$ cat config.mk
export PLATFORM = sky130hd
export DESIGN_NAME = vchain_seq
export DESIGN_NICKNAME = d
export VERILOG_FILES = /design/src/rtl/vchain_pkg.sv /design/src/rtl/vchain_units.sv /design/src/rtl/vchain_regs.sv /design/src/rtl/vchain_convoy.sv /design/src/rtl/vchain_seq.sv
export SDC_FILE = /design/constraint.sdc
export NUM_CORES = 1
export LEC_CHECK = 0
export BUFFER_PORTS_ARGS = -buffer_cell sky130_fd_sc_hd__buf_2
export CORE_ASPECT_RATIO = 0.5
export CORE_MARGIN = 3
export CORE_UTILIZATION = 57
export DETAILED_ROUTE_END_ITERATION = 10
export PLACE_DENSITY = 0.83
export SLEW_MARGIN = 20
export SYNTH_ARGS = -nofsm -noshare
export SYNTH_HDL_FRONTEND = slang
export SYNTH_SLANG_ARGS = --single-unit
export TNS_END_PERCENT = 10
$ cat constraint.sdc
create_clock -name clk -period 17.2 [get_ports clk]
set_input_delay 3.44 -clock clk [delete_from_list [all_inputs] [get_ports clk]]
set_output_delay 3.44 -clock clk [all_outputs]
set_load 0.05 [all_outputs]
$ cat src/rtl/vchain_pkg.sv
package vchain_pkg;

  typedef enum logic [2:0] {
    OP_LOAD  = 3'd0,
    OP_STORE = 3'd1,
    OP_MULV  = 3'd2,
    OP_MULVS = 3'd3,
    OP_ADDV  = 3'd4
  } op_e;

  typedef enum logic [1:0] {
    LSM_SHARED = 2'd0,
    LSM_SPLIT  = 2'd1,
    LSM_DUAL   = 2'd2,
    LSM_RSVD   = 2'd3
  } ls_mode_e;

  typedef enum logic [1:0] {
    ST_IDLE = 2'd0,
    ST_RUN  = 2'd1,
    ST_DONE = 2'd2
  } run_state_e;

  localparam int NSLOT = 4;
  localparam logic [1:0] SLOT_LS0 = 2'd0;
  localparam logic [1:0] SLOT_LS1 = 2'd1;
  localparam logic [1:0] SLOT_MUL = 2'd2;
  localparam logic [1:0] SLOT_ADD = 2'd3;

  function automatic logic op_valid(input logic [2:0] op);
    return op <= OP_ADDV;
  endfunction

  function automatic logic op_is_mem(input logic [2:0] op);
    return (op == OP_LOAD) || (op == OP_STORE);
  endfunction

  function automatic logic op_is_mul(input logic [2:0] op);
    return (op == OP_MULV) || (op == OP_MULVS);
  endfunction

  // vector source A is read by store, both multiplies and add
  function automatic logic op_reads_a(input logic [2:0] op);
    return (op == OP_STORE) || op_is_mul(op) || (op == OP_ADDV);
  endfunction

  // vector source B is read only by the two-vector operations
  function automatic logic op_reads_b(input logic [2:0] op);
    return (op == OP_MULV) || (op == OP_ADDV);
  endfunction

  function automatic logic op_writes(input logic [2:0] op);
    return (op == OP_LOAD) || op_is_mul(op) || (op == OP_ADDV);
  endfunction

endpackage

$ cat src/rtl/vchain_units.sv
module vchain_units import vchain_pkg::*; #(
  parameter int CYC_W = 12
) (
  input  logic             clk,
  input  logic             rst_n,
  input  logic             clr,
  input  logic             commit,
  input  logic [2:0]       op,
  input  logic [1:0]       ls_mode,
  input  logic [CYC_W-1:0] fin,
  output logic             slot_ok,
  output logic [CYC_W-1:0] slot_free
);

  logic [CYC_W-1:0] free_q [NSLOT];
  logic [1:0]       slot;
  logic [1:0]       mem_pick;

  // pick a memory port for this operation
  always_comb begin
    mem_pick = SLOT_LS0;
    unique case (ls_mode)
      LSM_SPLIT: mem_pick = (op == OP_STORE) ? SLOT_LS1 : SLOT_LS0;
      LSM_DUAL:  mem_pick = (free_q[SLOT_LS1] < free_q[SLOT_LS0]) ? SLOT_LS1 : SLOT_LS0;
      default:   mem_pick = SLOT_LS0;
    endcase
  end

  always_comb begin
    slot    = SLOT_ADD;
    slot_ok = 1'b1;
    if (op_is_mem(op))       slot = mem_pick;
    else if (op_is_mul(op))  slot = SLOT_MUL;
    else if (op == OP_ADDV)  slot = SLOT_ADD;
    else                     slot_ok = 1'b0;
  end

  assign slot_free = free_q[slot];

  always_ff @(posedge clk or negedge rst_n) begin
    if (!rst_n) begin
      for (int s = 0; s < NSLOT; s++) free_q[s] <= '0;
    end else if (clr) begin
      for (int s = 0; s < NSLOT; s++) free_q[s] <= '0;
    end else if (commit && slot_ok) begin
      free_q[slot] <= fin;
    end
  end

  // a unit is never handed back earlier than it was already busy
  AST_UNIT_RELEASE: assert property (@(posedge clk) disable iff (!rst_n)
    commit && slot_ok |-> fin >= slot_free);

endmodule

$ cat src/rtl/vchain_regs.sv
module vchain_regs #(
  parameter int NREG  = 8,
  parameter int REG_W = 3,
  parameter int CYC_W = 12
) (
  input  logic             clk,
  input  logic             rst_n,
  input  logic             clr,
  input  logic [REG_W-1:0] rd_a,
  input  logic [REG_W-1:0] rd_b,
  input  logic             wr_en,
  input  logic [REG_W-1:0] wr_addr,
  input  logic [CYC_W-1:0] wr_first,
  input  logic             conv_clear,
  output logic [CYC_W-1:0] first_a,
  output logic [CYC_W-1:0] first_b,
  output logic             inconv_a,
  output logic             inconv_b
);

  logic [CYC_W-1:0] first_q [NREG];
  logic [NREG-1:0]  inconv_q;

  assign first_a  = first_q[rd_a];
  assign first_b  = first_q[rd_b];
  assign inconv_a = inconv_q[rd_a];
  assign inconv_b = inconv_q[rd_b];

  always_ff @(posedge clk or negedge rst_n) begin
    if (!rst_n) begin
      for (int r = 0; r < NREG; r++) first_q[r] <= '0;
      inconv_q <= '0;
    end else if (clr) begin
      for (int r = 0; r < NREG; r++) first_q[r] <= '0;
      inconv_q <= '0;
    end else begin
      for (int r = 0; r < NREG; r++) begin
        if (wr_en && wr_addr == REG_W'(r)) first_q[r] <= wr_first;
        inconv_q[r] <= (inconv_q[r] && !conv_clear) || (wr_en && wr_addr == REG_W'(r));
      end
    end
  end

endmodule

$ cat src/rtl/vchain_convoy.sv
module vchain_convoy import vchain_pkg::*; #(
  parameter int CYC_W = 12
) (
  input  logic             clk,
  input  logic             rst_n,
  input  logic             clr,
  input  logic             commit,
  input  logic [2:0]       op,
  input  logic [1:0]       ls_mode,
  input  logic             dep_hit,
  input  logic [CYC_W-1:0] fin,
  output logic             need_new,
  output logic [CYC_W-1:0] base
);

  logic [CYC_W-1:0] cstart_q, cend_q;
  logic [1:0]       ls_cnt_q;
  logic             ld_q, st_q, mul_q, add_q;
  logic             full;

  always_comb begin
    full = 1'b0;
    if (op_is_mem(op)) begin
      unique case (ls_mode)
        LSM_SPLIT: full = (op == OP_LOAD) ? ld_q : st_q;
        LSM_DUAL:  full = (ls_cnt_q >= 2'd2);
        default:   full = (ls_cnt_q != 2'd0);
      endcase
    end else if (op_is_mul(op)) begin
      full = mul_q;
    end else if (op == OP_ADDV) begin
      full = add_q;
    end
  end

  assign need_new = op_valid(op) && (dep_hit || full);
  assign base     = need_new ? cend_q : cstart_q;

  always_ff @(posedge clk or negedge rst_n) begin
    if (!rst_n) begin
      cstart_q <= '0; cend_q <= '0; ls_cnt_q <= '0;
      ld_q <= 1'b0; st_q <= 1'b0; mul_q <= 1'b0; add_q <= 1'b0;
    end else if (clr) begin
      cstart_q <= '0; cend_q <= '0; ls_cnt_q <= '0;
      ld_q <= 1'b0; st_q <= 1'b0; mul_q <= 1'b0; add_q <= 1'b0;
    end else if (commit && op_valid(op)) begin
      if (need_new) begin
        cstart_q <= cend_q;
        ls_cnt_q <= 2'(op_is_mem(op));
        ld_q     <= (op == OP_LOAD);
        st_q     <= (op == OP_STORE);
        mul_q    <= op_is_mul(op);
        add_q    <= (op == OP_ADDV);
      end else begin
        ls_cnt_q <= ls_cnt_q + 2'(op_is_mem(op));
        ld_q     <= ld_q  || (op == OP_LOAD);
        st_q     <= st_q  || (op == OP_STORE);
        mul_q    <= mul_q || op_is_mul(op);
        add_q    <= add_q || (op == OP_ADDV);
      end
      if (fin > cend_q) cend_q <= fin;
    end
  end

endmodule

$ cat src/rtl/vchain_seq.sv
module vchain_seq import vchain_pkg::*; #(
  parameter int N_INSTR = 8,
  parameter int N_VREG  = 8,
  parameter int VLEN    = 64,
  parameter int LAT_LS  = 12,
  parameter int LAT_MUL = 7,
  parameter int LAT_ADD = 6,
  parameter int CYC_W   = 12,
  localparam int REG_W   = $clog2(N_VREG),
  localparam int INSTR_W = 3 + 3 * REG_W,
  localparam int CNT_W   = $clog2(N_INSTR + 1)
) (
  input  logic                     clk,
  input  logic                     rst_n,
  input  logic                     start_i,
  input  logic                     chain_en_i,
  input  logic [1:0]               ls_mode_i,
  input  logic [CNT_W-1:0]         n_instr_i,
  input  logic [N_INSTR*INSTR_W-1:0] prog_i,
  output logic                     busy_o,
  output logic                     done_o,
  output logic [CYC_W-1:0]         total_o,
  output logic [N_INSTR*CYC_W-1:0] start_cyc_o,
  output logic [N_INSTR*CYC_W-1:0] finish_cyc_o
);

  // start-up latency of the unit an opcode runs on
  function automatic logic [CYC_W-1:0] lat_of(input logic [2:0] op);
    if (op_is_mem(op))      return CYC_W'(LAT_LS);
    else if (op_is_mul(op)) return CYC_W'(LAT_MUL);
    else if (op == OP_ADDV) return CYC_W'(LAT_ADD);
    else                    return '0;
  endfunction

  // cycles from start to last element
  function automatic logic [CYC_W-1:0] span_of(input logic [2:0] op);
    return op_valid(op) ? lat_of(op) + CYC_W'(VLEN) : '0;
  endfunction

  run_state_e              state_q;
  logic [N_INSTR*INSTR_W-1:0] prog_q;
  logic [CNT_W-1:0]        nlim_q, idx_q, n_eff;
  logic                    chain_q;
  logic [1:0]              mode_q;
  logic [CYC_W-1:0]        prev_start_q, total_q;
  logic [CYC_W-1:0]        st_q [N_INSTR];
  logic [CYC_W-1:0]        fn_q [N_INSTR];

  // named internal events
  logic                    accept, commit, last_instr;
  logic [INSTR_W-1:0]      cur;
  logic [2:0]              cur_op;
  logic [REG_W-1:0]        cur_dst, cur_a, cur_b;
  logic [CYC_W-1:0]        chain_start, cur_start, cur_fin, cur_first;
  logic                    slot_ok, conv_need_new, conv_dep;
  logic [CYC_W-1:0]        slot_free, conv_base;
  logic [CYC_W-1:0]        first_a, first_b;
  logic                    inconv_a, inconv_b;

  assign n_eff      = (n_instr_i > CNT_W'(N_INSTR)) ? CNT_W'(N_INSTR) : n_instr_i;
  assign accept     = start_i && (state_q != ST_RUN);
  assign commit     = (state_q == ST_RUN);
  assign last_instr = (idx_q == nlim_q - CNT_W'(1));

  always_comb begin
    cur = '0;
    for (int i = 0; i < N_INSTR; i++)
      if (idx_q == CNT_W'(i)) cur = prog_q[i*INSTR_W +: INSTR_W];
  end

  assign cur_op  = cur[INSTR_W-1 -: 3];
  assign cur_dst = cur[3*REG_W-1 -: REG_W];
  assign cur_a   = cur[2*REG_W-1 -: REG_W];
  assign cur_b   = cur[REG_W-1:0];

  assign conv_dep = (op_reads_a(cur_op) && inconv_a) || (op_reads_b(cur_op) && inconv_b);

  vchain_units #(.CYC_W(CYC_W)) u_units (
    .clk(clk), .rst_n(rst_n), .clr(accept), .commit(commit),
    .op(cur_op), .ls_mode(mode_q), .fin(cur_fin),
    .slot_ok(slot_ok), .slot_free(slot_free)
  );

  vchain_regs #(.NREG(N_VREG), .REG_W(REG_W), .CYC_W(CYC_W)) u_regs (
    .clk(clk), .rst_n(rst_n), .clr(accept),
    .rd_a(cur_a), .rd_b(cur_b),
    .wr_en(commit && op_writes(cur_op)), .wr_addr(cur_dst), .wr_first(cur_first),
    .conv_clear(commit && conv_need_new),
    .first_a(first_a), .first_b(first_b), .inconv_a(inconv_a), .inconv_b(inconv_b)
  );

  vchain_convoy #(.CYC_W(CYC_W)) u_convoy (
    .clk(clk), .rst_n(rst_n), .clr(accept), .commit(commit),
    .op(cur_op), .ls_mode(mode_q), .dep_hit(conv_dep), .fin(cur_fin),
    .need_new(conv_need_new), .base(conv_base)
  );

  // chained issue: latest of program order, unit release, first source elements
  always_comb begin
    chain_start = prev_start_q;
    if (slot_ok && slot_free > chain_start) chain_start = slot_free;
    if (op_reads_a(cur_op) && first_a > chain_start) chain_start = first_a;
    if (op_reads_b(cur_op) && first_b > chain_start) chain_start = first_b;
  end

  assign cur_start = chain_q ? chain_start : conv_base;
  assign cur_fin   = cur_start + span_of(cur_op);
  assign cur_first = cur_start + lat_of(cur_op);

  always_ff @(posedge clk or negedge rst_n) begin
    if (!rst_n) begin
      state_q <= ST_IDLE; prog_q <= '0; nlim_q <= '0; idx_q <= '0;
      chain_q <= 1'b0; mode_q <= '0; prev_start_q <= '0; total_q <= '0;
      for (int i = 0; i < N_INSTR; i++) begin st_q[i] <= '0; fn_q[i] <= '0; end
    end else if (accept) begin
      prog_q <= prog_i; nlim_q <= n_eff; idx_q <= '0;
      chain_q <= chain_en_i; mode_q <= ls_mode_i;
      prev_start_q <= '0; total_q <= '0;
      for (int i = 0; i < N_INSTR; i++) begin st_q[i] <= '0; fn_q[i] <= '0; end
      state_q <= (n_eff == '0) ? ST_DONE : ST_RUN;
    end else if (commit) begin
      for (int i = 0; i < N_INSTR; i++) begin
        if (idx_q == CNT_W'(i)) begin st_q[i] <= cur_start; fn_q[i] <= cur_fin; end
      end
      idx_q        <= idx_q + CNT_W'(1);
      prev_start_q <= cur_start;
      if (cur_fin > total_q) total_q <= cur_fin;
      if (last_instr) state_q <= ST_DONE;
    end
  end

  for (genvar g = 0; g < N_INSTR; g++) begin : g_out
    assign start_cyc_o[g*CYC_W +: CYC_W]  = st_q[g];
    assign finish_cyc_o[g*CYC_W +: CYC_W] = fn_q[g];
  end

  assign busy_o  = (state_q == ST_RUN);
  assign done_o  = (state_q == ST_DONE);
  assign total_o = total_q;

  AST_BUSY_DONE_EXCL: assert property (@(posedge clk) disable iff (!rst_n)
    !(busy_o && done_o));

  AST_DONE_HOLD: assert property (@(posedge clk) disable iff (!rst_n)
    done_o && !start_i |=> done_o && $stable(total_o));

  AST_IN_ORDER: assert property (@(posedge clk) disable iff (!rst_n)
    commit |-> cur_start >= prev_start_q);

  AST_CHAIN_SRC: assert property (@(posedge clk) disable iff (!rst_n)
    commit && chain_q && op_reads_a(cur_op) |-> cur_start >= first_a);

  AST_UNIT_WAIT: assert property (@(posedge clk) disable iff (!rst_n)
    commit && chain_q && slot_ok |-> cur_start >= slot_free);

  AST_CONVOY_DRAIN: assert property (@(posedge clk) disable iff (!rst_n)
    commit && !chain_q && op_reads_a(cur_op) && inconv_a
    |-> cur_start >= first_a + CYC_W'(VLEN));

endmodule

==> qor_table.md, run 1 <==
| Parameter | This run | Unit |
| --- | --- | --- |
| Area Overhead vs Synth | 13.6 | % |
| Final HPWL from detailed placement | 62900 | um |
| Achievable Freq | 68.7 | MHz |
| Number of setup violations in the final report | 0 | - |
| Top cell family by delay on the critical path | simple AND/OR/NAND/NOR gates | - |
| Dominant cell type by count on the critical path | sky130_fd_sc_hd__nand2_1 | - |
| Footprint of the multi-input gates | 12500 | um2 |
| Data required, critical path | 17630 | ps |
| Die X-Extent | 310 | um |
| Number of global-route vias before repair | 23060 | - |
| Residual antenna-violating net count after detailed routing | 0 | - |
| CTS tree | done | - |
| Buffers on Ports | 311 | - |
| Number of inserted filler cells in the final layout | 3562 | - |
| Antenna diode count | 0 | - |
| Hold Crit Class | flip-flop to flip-flop | - |
| Wire length per cell after detailed routing | 23.4 | um |
| Floorplan row count | 54 | - |
| Worst path max stage delay | 860 | ps |
| Vias | 24116 | - |
| Total count of max-transition violations in the final report | 0 | - |
| Number of buffers inserted during clock tree synthesis | 45 | - |
| Final Hold Violating Endpoints | 0 | - |
| Post-detailed-routing wire length | 89400 | um |
| Global-route congestion overflow total | 0 | - |
| Clk root buf | sky130_fd_sc_hd__clkbuf_16 | - |
| Global-route wire length before repair | 136000 | um |
| Final Critical Period | 14560 | ps |
| # IOs | 312 | - |
| Unrepaired setup endpoints after global routing | no | - |
| Worst path arrival time | 14990 | ps |
| Maximum number of pins on one net before global-route repair | 168 | - |
| Launching element type of the critical path | flip-flop | - |
| Sequential standard cell area | 12700 | um2 |
| Clock skew | 29.7 | ps |
| Sinks on Clock Net | 507 | - |
| Buffer levels on the longest clock path | 3 | - |
| Initial core utilization | 59.1 | % |
| Period utilization | 84.6 | % |
| Total setup buffers inserted after CTS | 0 | - |
| Die Ht | 158 | um |
| Clock transition at the registers of the reported paths | 70 | ps |
| Sum of buffers and inverters on the critical path | 7 | - |
| Type of destination of the critical path | flip-flop | - |
| Remaining DRCs | 0 | - |
| Cells on Worst Hold Path | 2 | - |
| Floorplan core area | 44600 | um2 |
| Setup TNS Final | 0 | ps |
| Synthesized net count | 3174 | - |
| Worst relative slew slack | 24.6 | % |
| Syn Std Cell Area | 26400 | um2 |
| Hold Buf Count CTS | 0 | - |
| WS Path Type | flip-flop to flip-flop | - |
| R2R cell count | 55 | - |
| Worst Max-Slew Pin Slew | 1130 | ps |
| Global-route usage over all layers | 36.2 | % |
| Most frequently used flop master after synthesis | sky130_fd_sc_hd__dfrtp_1 | - |
| Total number of nets in the final design | 3398 | - |
| Total die area | 49000 | um2 |
| Sequential element share of the synthesized area | 48.1 | % |
| Count of distinct cell types in the synthesized netlist | 94 | - |
| Mean instance size in the synthesized netlist | 8.84 | um2 |
| Setup slack of the most critical reg-to-reg path | 2640 | ps |
| FFs w/ async S/R, synth | 100 | % |
| Number of maximum-capacitance constraint violations | 0 | - |
| Capture instance of the worst register-to-register path | u_convoy.cend_q[4]$_DFFE_PN0P_ | - |
| Count of instances resized after the clock tree is built | 0 | - |
| Count of mapped cells out of synthesis | 2980 | - |
| Share of the core filled with cells | 67.1 | % |
| Initial antenna violation count | 1 | - |
| Status | completed | - |
| Share of cells above drive strength 1 | 17.4 | % |
| Number of synthesized flops with an enable pin | 0 | - |
| Vias per Instance | 6.30 | - |
| Hold wc startpoint | prog_q[37]$_DFFE_PN0P_ | - |
| Endpoint, Worst Hold | prog_q[37]$_DFFE_PN0P_ | - |
| R2R Path Start | idx_q[0]$_DFFE_PN0P_ | - |
| Count of state elements after synthesis | 507 | - |
| Starting DRC count in detailed routing | 3160 | - |
| Clock latency of the later-clocked register in the worst-skew pair | 600 | ps |
| GP Congestion | 0.976 | - |
| Router iterations before antenna repair | 6 | - |
| Maximum net fanout on the critical path | 37 | - |
| Max H-tree Level | 2 | - |
| Slowest CP cell | sky130_fd_sc_hd__nor2_1 | - |
| YS warnings | 0 | - |
## Yosys cell counts, types with 5 or more instances
master	instances	area, um2
sky130_fd_sc_hd__o21ai_0	283	1420
sky130_fd_sc_hd__o21a_1	5	37.5
sky130_fd_sc_hd__xnor2_1	19	166
sky130_fd_sc_hd__o31ai_1	12	90.1
sky130_fd_sc_hd__o211a_1	6	60.1
sky130_fd_sc_hd__a21o_1	24	180
sky130_fd_sc_hd__nand3_1	127	636
sky130_fd_sc_hd__nor3_1	31	155
sky130_fd_sc_hd__a21oi_2	9	78.8
sky130_fd_sc_hd__inv_1	104	390
sky130_fd_sc_hd__mux2i_1	91	911
sky130_fd_sc_hd__nor2_1	182	683
sky130_fd_sc_hd__xor2_1	5	43.8
sky130_fd_sc_hd__or2_2	8	50.1
sky130_fd_sc_hd__nor2b_1	19	119
sky130_fd_sc_hd__mux2_2	51	574
sky130_fd_sc_hd__a32o_1	5	50.1
sky130_fd_sc_hd__and3_1	12	75.1
sky130_fd_sc_hd__o31a_1	6	52.6
sky130_fd_sc_hd__o211ai_1	16	120
sky130_fd_sc_hd__buf_1	13	48.8
sky130_fd_sc_hd__dfrtp_1	507	12700
sky130_fd_sc_hd__or3_1	8	50.1
sky130_fd_sc_hd__o22ai_1	13	81.3
sky130_fd_sc_hd__a221oi_1	9	78.8
sky130_fd_sc_hd__nand2b_1	14	87.6
sky130_fd_sc_hd__nand4_1	14	87.6
sky130_fd_sc_hd__a211o_1	6	52.6
sky130_fd_sc_hd__and2_1	28	175
sky130_fd_sc_hd__a21oi_1	212	1060
sky130_fd_sc_hd__buf_2	16	80.1
sky130_fd_sc_hd__a211oi_1	74	556
sky130_fd_sc_hd__ha_1	86	1080
sky130_fd_sc_hd__clkbuf_1	167	627
sky130_fd_sc_hd__a31oi_1	8	50.1
sky130_fd_sc_hd__nand2_1	670	2510
sky130_fd_sc_hd__nand3b_1	21	158
## through the flow
| step | worst slack, ps | cell area [um2] | std cells | hold WS (ps) |
|---|---|---|---|---|
| 6_report | 2640 | 29900 | 3825 | 477 |
| 5_1_grt | 1700 | 29900 | 3825 | 493 |
| 4_1_cts | 3040 | 29900 | 3825 | 479 |
| 3_5_place_dp | 3160 | 28400 | 3745 | 459 |
| 3_3_place_gp | 3610 | 28400 | 3745 | 455 |
| 2_1_floorplan | 4990 | 26400 | 2980 | 437 |
## metal layers
layer  part of all wire, %  global-route usage [%]  vias to the layer above
li1                      -                       -                    10696
met1                    39                    48.8                    11673
met2                    44                    55.1                     1484
met3                    13                    10.7                      263
met4                   4.9                    15.3                        0
met5                     0                       0                        -
## cell families (layout without fill, tap and decap cells)
kind of cell,count (synthesis),after routing,synth area share [%]
buffers and inverters,306,563,4.56
flip-flops,507,507,48.1
AND/OR/NAND/NOR,1165,1165,19.2
AO/OA/AOI/OAI,745,745,17.2
adder cells (fa/ha/maj),89,89,4.28
XOR/XNOR,25,25,0.902
multiplexers,143,143,5.69
## cell usage in the layout, fill, tap and decap left out, types with 9 or more instances in the layout
cell / synthesis / routed
sky130_fd_sc_hd__ha_1: 86 / 86
sky130_fd_sc_hd__nand2b_1: 14 / 14
sky130_fd_sc_hd__nand3b_1: 21 / 21
sky130_fd_sc_hd__nand4_1: 14 / 14
sky130_fd_sc_hd__a221oi_1: 9 / 9
sky130_fd_sc_hd__o211ai_1: 16 / 16
sky130_fd_sc_hd__a21o_1: 24 / 24
sky130_fd_sc_hd__a21oi_2: 9 / 9
sky130_fd_sc_hd__nand2_1: 670 / 669
sky130_fd_sc_hd__nand3_1: 127 / 127
sky130_fd_sc_hd__and3_1: 12 / 12
sky130_fd_sc_hd__xnor2_1: 19 / 18
sky130_fd_sc_hd__o31ai_1: 12 / 12
sky130_fd_sc_hd__o22ai_1: 13 / 13
sky130_fd_sc_hd__clkbuf_16: 0 / 45
sky130_fd_sc_hd__nor2_1: 182 / 179
sky130_fd_sc_hd__nor2b_1: 19 / 19
sky130_fd_sc_hd__a211oi_1: 74 / 73
sky130_fd_sc_hd__mux2i_1: 91 / 91
sky130_fd_sc_hd__clkbuf_1: 167 / 10
sky130_fd_sc_hd__inv_1: 104 / 104
sky130_fd_sc_hd__buf_2: 16 / 310
sky130_fd_sc_hd__nor3_1: 31 / 31
sky130_fd_sc_hd__and2_1: 28 / 27
sky130_fd_sc_hd__o21ai_0: 283 / 282
sky130_fd_sc_hd__a21oi_1: 212 / 212
sky130_fd_sc_hd__dfrtp_1: 507 / 507
sky130_fd_sc_hd__mux2_2: 51 / 51
sky130_fd_sc_hd__buf_4: 1 / 65
## sequential cells by signal, summed over array words and instances, names as in the netlist, 2 cells and up
| name | flops |
|---|---|
| u_regs.first_q | 96 |
| u_convoy.cstart_q | 12 |
| start_cyc_o | 96 |
| u_regs.inconv_q | 8 |
| nlim_q | 4 |
| idx_q | 4 |
| finish_cyc_o | 96 |
| u_convoy.ls_cnt_q | 2 |
| u_convoy.cend_q | 12 |
| prev_start_q | 12 |
| mode_q | 2 |
| state_q | 2 |
| prog_q | 96 |
| total_o | 12 |
| u_units.free_q | 48 |
## tightest hold or removal path: cells and delay by family, from the launching register on
kind,cells,cell delay [ps]
DFF,1,340
and+or+nand+nor,2,100
## how the worst max path moves through the flow
stage	from	to	slack, ps	cells past startpoint
final	idx_q[0]$_DFFE_PN0P_	u_convoy.cend_q[4]$_DFFE_PN0P_	2640	55
after global routing	idx_q[0]$_DFFE_PN0P_	u_convoy.cend_q[3]$_DFFE_PN0P_	1700	57
after CTS	idx_q[0]$_DFFE_PN0P_	u_convoy.cend_q[4]$_DFFE_PN0P_	3040	57
after detailed placement	idx_q[0]$_DFFE_PN0P_	u_convoy.cend_q[4]$_DFFE_PN0P_	3160	55
after global placement	idx_q[1]$_DFFE_PN0P_	u_convoy.cend_q[3]$_DFFE_PN0P_	3610	57
after floorplan	idx_q[0]$_DFFE_PN0P_	total_o[1]$_DFFE_PN0P_	4990	62
## layout make-up
| class | count | share of cell area, % |
|---|---|---|
| well taps | 588 | 2.46 |
| clock inverters | 17 | 0.731 |
| inverters | 105 | 1.32 |
| flip-flops and latches | 507 | 42.4 |
| repair buffers | 378 | 6.97 |
| multi-input cells | 2167 | 41.9 |
| clock buffers | 63 | 4.25 |
Power of run 1 is not shown: default switching activity piles up to over one toggle a cycle in this logic, so the estimate is an artifact.
==> run 2: changes to the inputs <==
ABC_AREA = 1   (was default)
clock period = 13.9 ns   (was 17.2 ns; I/O delays follow)
==> run 2 against run 1 <==
  * Via count is 2.6% higher
  * Clock skew up 0.79 ps
  * Global-route usage shrank 0.089 points
  * Die area down 1.2%
  * Synthesized cell count is 9.7% higher
  * Critical path depth is 8 higher
  * Non-clock buffer count shrank 43
  * Fmax rose by 13%
  * Routed wire length decreased by 1.2%
  * Design area is 1.9% lower
  * Area after synthesis is 1.2% lower
  * Critical path type unchanged
  * Critical endpoint is now u_convoy.cend_q[0]$_DFFE_PN0P_
==> qor_table.md, run 2 <==
| Parameter | This run | Unit | Delta |
| --- | --- | --- | --- |
| Status | completed | - |  |
| Startpoint of the worst setup timing path | idx_q[1]$_DFFE_PN0P_ | - |  |
| Type of destination of the critical path | flip-flop | - |  |
| Library cell with the largest summed area after synthesis | sky130_fd_sc_hd__dfrtp_1 | - |  |
| Worst path max stage delay | 550 | ps | -310 ps |
| Top cell family by delay on the critical path | simple AND/OR/NAND/NOR gates | - |  |
| Largest cells by area after synthesis | sky130_fd_sc_hd__dfrtp_1 49%, sky130_fd_sc_hd__nand2_1 16%, sky130_fd_sc_hd__o21ai_0 5.9%, sky130_fd_sc_hd__ha_1 4.1%, sky130_fd_sc_hd__inv_1 3.8% | - |  |
| Worst Max-Slew Pin Slew | 1160 | ps | +36.2 ps |
| Post-detailed-routing wire length | 88400 | um | -1.2% |
| Clock latency of the later-clocked register in the worst-skew pair | 600 | ps | about the same |
| Die X-Extent | 308 | um | -0.59% |
| Initial antenna violation count | 0 | - | -1 |
| Floorplan core area | 44300 | um2 | -0.61% |
| Most frequent cell after synthesis | sky130_fd_sc_hd__nand2_1 | - |  |
| Area Overhead vs Synth | 12.8 | % |  |
| Die Ht | 157 | um | -0.57% |
| Hold wc startpoint | prog_q[1]$_DFFE_PN0P_ | - |  |
| Final Critical Period | 12890 | ps | -1660 ps |
| Sinks on Clock Net | 507 | - | unchanged |
| Vias | 24745 | - | +2.6% |
| Count of mapped cells out of synthesis | 3268 | - | +9.7% |
| Buffer levels on the longest clock path | 3 | - | unchanged |
| Count of placed standard cells including taps | 4025 | - | +7.5% |
| Global-route congestion overflow total | 0 | - | unchanged |
| Period utilization | 92.8 | % | +8.1 points |
| Router iterations before antenna repair | 6 | - | unchanged |
| Total count of max-transition violations in the final report | 0 | - | unchanged |
| WS Path Type | flip-flop to flip-flop | - |  |
| Buffers on Ports | 311 | - | unchanged |
| Achievable Freq | 77.6 | MHz | +13% |
| Residual antenna-violating net count after detailed routing | 0 | - | unchanged |
| R2R Path Start | idx_q[1]$_DFFE_PN0P_ | - |  |
| Hold Buf Count CTS | 0 | - | unchanged |
| CTS tree | done | - |  |
| Synthesized net count | 3462 | - | +9.1% |
| Starting DRC count in detailed routing | 3515 | - | +11% |
| Count of instances resized after the clock tree is built | 0 | - | unchanged |
| YS warnings | 0 | - | unchanged |
| Initial core utilization | 58.7 | % | -0.35 points |
| Number of inserted filler cells in the final layout | 3656 | - | +2.6% |
| Total die area | 48400 | um2 | -1.2% |
| Non-filler instance count after layout | 4104 | - | +7.3% |
| Count of state elements after synthesis | 507 | - | unchanged |
| Worst path arrival time | 13320 | ps | -1670 ps |
| Mean instance size in the synthesized netlist | 7.97 | um2 | -9.9% |
| Remaining DRCs | 0 | - | unchanged |
| GP Congestion | 1.03 | - | +5.8% |
| Maximum net fanout on the critical path | 20 | - | -46% |
| Slowest CP cell | sky130_fd_sc_hd__or4_1 | - |  |
| Slack of the critical path | 1010 | ps | -1640 ps |
| Data required, critical path | 14330 | ps | -3300 ps |
| Launching element type of the critical path | flip-flop | - |  |
| Wire length per cell after detailed routing | 21.5 | um | -7.9% |
| Syn Std Cell Area | 26000 | um2 | -1.2% |
| Final HPWL from detailed placement | 61800 | um | -1.8% |
| Vias per Instance | 6.03 | - | -4.4% |
| Setup TNS Final | 0 | ps | unchanged |
| Top cell type's share of synthesized area | 48.7 | % | +0.58 points |
| Most frequent cells in the layout | 1137 x sky130_fd_sc_hd__nand2_1, 507 x sky130_fd_sc_hd__dfrtp_1, 310 x sky130_fd_sc_hd__buf_2, 304 x sky130_fd_sc_hd__o21ai_0, 259 x sky130_fd_sc_hd__inv_1 | - |  |
| Share of cells above drive strength 1 | 15.4 | % | -2.0 points |
| Floorplan row count | 54 | - | unchanged |
| FFs w/ async S/R, synth | 100 | % | unchanged |
| Number of global-route vias before repair | 22916 | - | -0.62% |
| Clock skew | 30.5 | ps | +0.789 ps |
| Maximum number of pins on one net before global-route repair | 163 | - | -3.0% |
| Max H-tree Level | 2 | - | unchanged |
| Number of buffers inserted during clock tree synthesis | 44 | - | -2.2% |
| Total number of nets in the final design | 3677 | - | +8.2% |
| # IOs | 312 | - | unchanged |
| Commonest cells in the synthesized netlist | 1140 x sky130_fd_sc_hd__nand2_1, 507 x sky130_fd_sc_hd__dfrtp_1, 308 x sky130_fd_sc_hd__o21ai_0 | - |  |
| Worst slack after detailed placement | 972 | ps | -2190 ps |
| Clock transition at the registers of the reported paths | 80 | ps | about the same |
| Clk root buf | sky130_fd_sc_hd__clkbuf_16 | - |  |
| Count of distinct cell types in the synthesized netlist | 67 | - | -29% |
| Number of synthesized flops with an enable pin | 0 | - | unchanged |
| Final Hold Violating Endpoints | 0 | - | unchanged |
| Hold Crit Class | flip-flop to flip-flop | - |  |
| Number of setup violations in the final report | 0 | - | unchanged |
| Global-route usage over all layers | 36.1 | % | -0.089 points |
| Dominant cell type by count on the critical path | sky130_fd_sc_hd__nand2_1 | - |  |
| Total setup buffers inserted after CTS | 0 | - | unchanged |
| Number of maximum-capacitance constraint violations | 0 | - | unchanged |
| Most common cell after layout, fill and taps aside | sky130_fd_sc_hd__nand2_1 | - |  |
| Sum of buffers and inverters on the critical path | 8 | - | +1 |
| Worst relative slew slack | 22.0 | % | -2.6 points |
| Sequential element share of the synthesized area | 48.7 | % | +0.58 points |
| Most frequently used flop master after synthesis | sky130_fd_sc_hd__dfrtp_1 | - |  |
| Global-route wire length before repair | 135000 | um | -0.79% |
-- run 2: changes by cell type in the layout (fill, tap and decap cells not counted), sizes merged, moves of 51 or more --
cell / delta
nor2: -51
a211oi: -71
o21ai: +61
a21oi: -97
nand3: +72
mux2: -52
inv: +178
nand2: +502
mux2i: -91
-- run 2: cell families after synthesis --
kind of cell	Yosys count	share of synthesized area [%]
AND/OR/NAND/NOR	1589	26.0
XOR/XNOR	8	0.269
adder cells (fa/ha/maj)	88	4.29
AO/OA/AOI/OAI	615	13.6
buffers and inverters	461	7.07
flip-flops	507	48.7
-- run 2: path summary, 6_finish.rpt --
check	to	slack, ps	depth (start not counted)
worst max-delay path	u_convoy.cend_q[0]$_DFFE_PN0P_	1010	63
worst min-delay path	prog_q[1]$_DFFE_PN0P_	470	2
worst max register to register	u_convoy.cend_q[0]$_DFFE_PN0P_	1010	63
worst min register to register	prog_q[1]$_DFFE_PN0P_	470	2
max in group asynchronous	u_regs.first_q[37]$_DFFE_PN0P_	9160	3
min in group asynchronous	prog_q[20]$_DFFE_PN0P_	2250	1
-- run 2: stage by stage --
| stage | hold WS [ps] | util (%) | cell area (um2) |
|---|---|---|---|
| final | 474 | 66.3 | 29400 |
| after global routing | 500 | 66.3 | 29400 |
| after CTS | 475 | 66.2 | 29300 |
| after detailed placement | 454 | 62.8 | 27800 |
| after global placement | 454 | 62.8 | 27800 |
| after floorplan | 433 | - | 26000 |
-- run 2: cell type report --
cell class | count | area (um2) | area share, %
sequential | 507 | 12700 | 43.2
multi-input combinational | 2300 | 11600 | 39.4
timing repair buffer | 335 | 1760 | 5.99
clock buffer | 57 | 1220 | 4.15
inverter | 295 | 1120 | 3.81
tap | 588 | 736 | 2.51
clock inverter | 21 | 263 | 0.895
antenna | 1 | 2.50 | 0.00852
-- run 2: layer usage --
layer	GRT usage, %	up-vias	share of wire [%]
met5	0	-	0
met3	9.56	277	13
met4	13.6	0	4.4
met2	53.4	1550	43
met1	51.5	11800	40
li1	-	11118	-
-- run 2: worst register-to-register path, delay by kind of cell (launching register included) --
kind                     cells  cell delay (ps)
AND/OR/NAND/NOR             37             7160
flip-flops                   1              450
buffers and inverters        8             1270
AO/OA/AOI/OAI               12             2080
adder cells (fa/ha/maj)      6             1710
Power of run 2 is left out for the same reason.
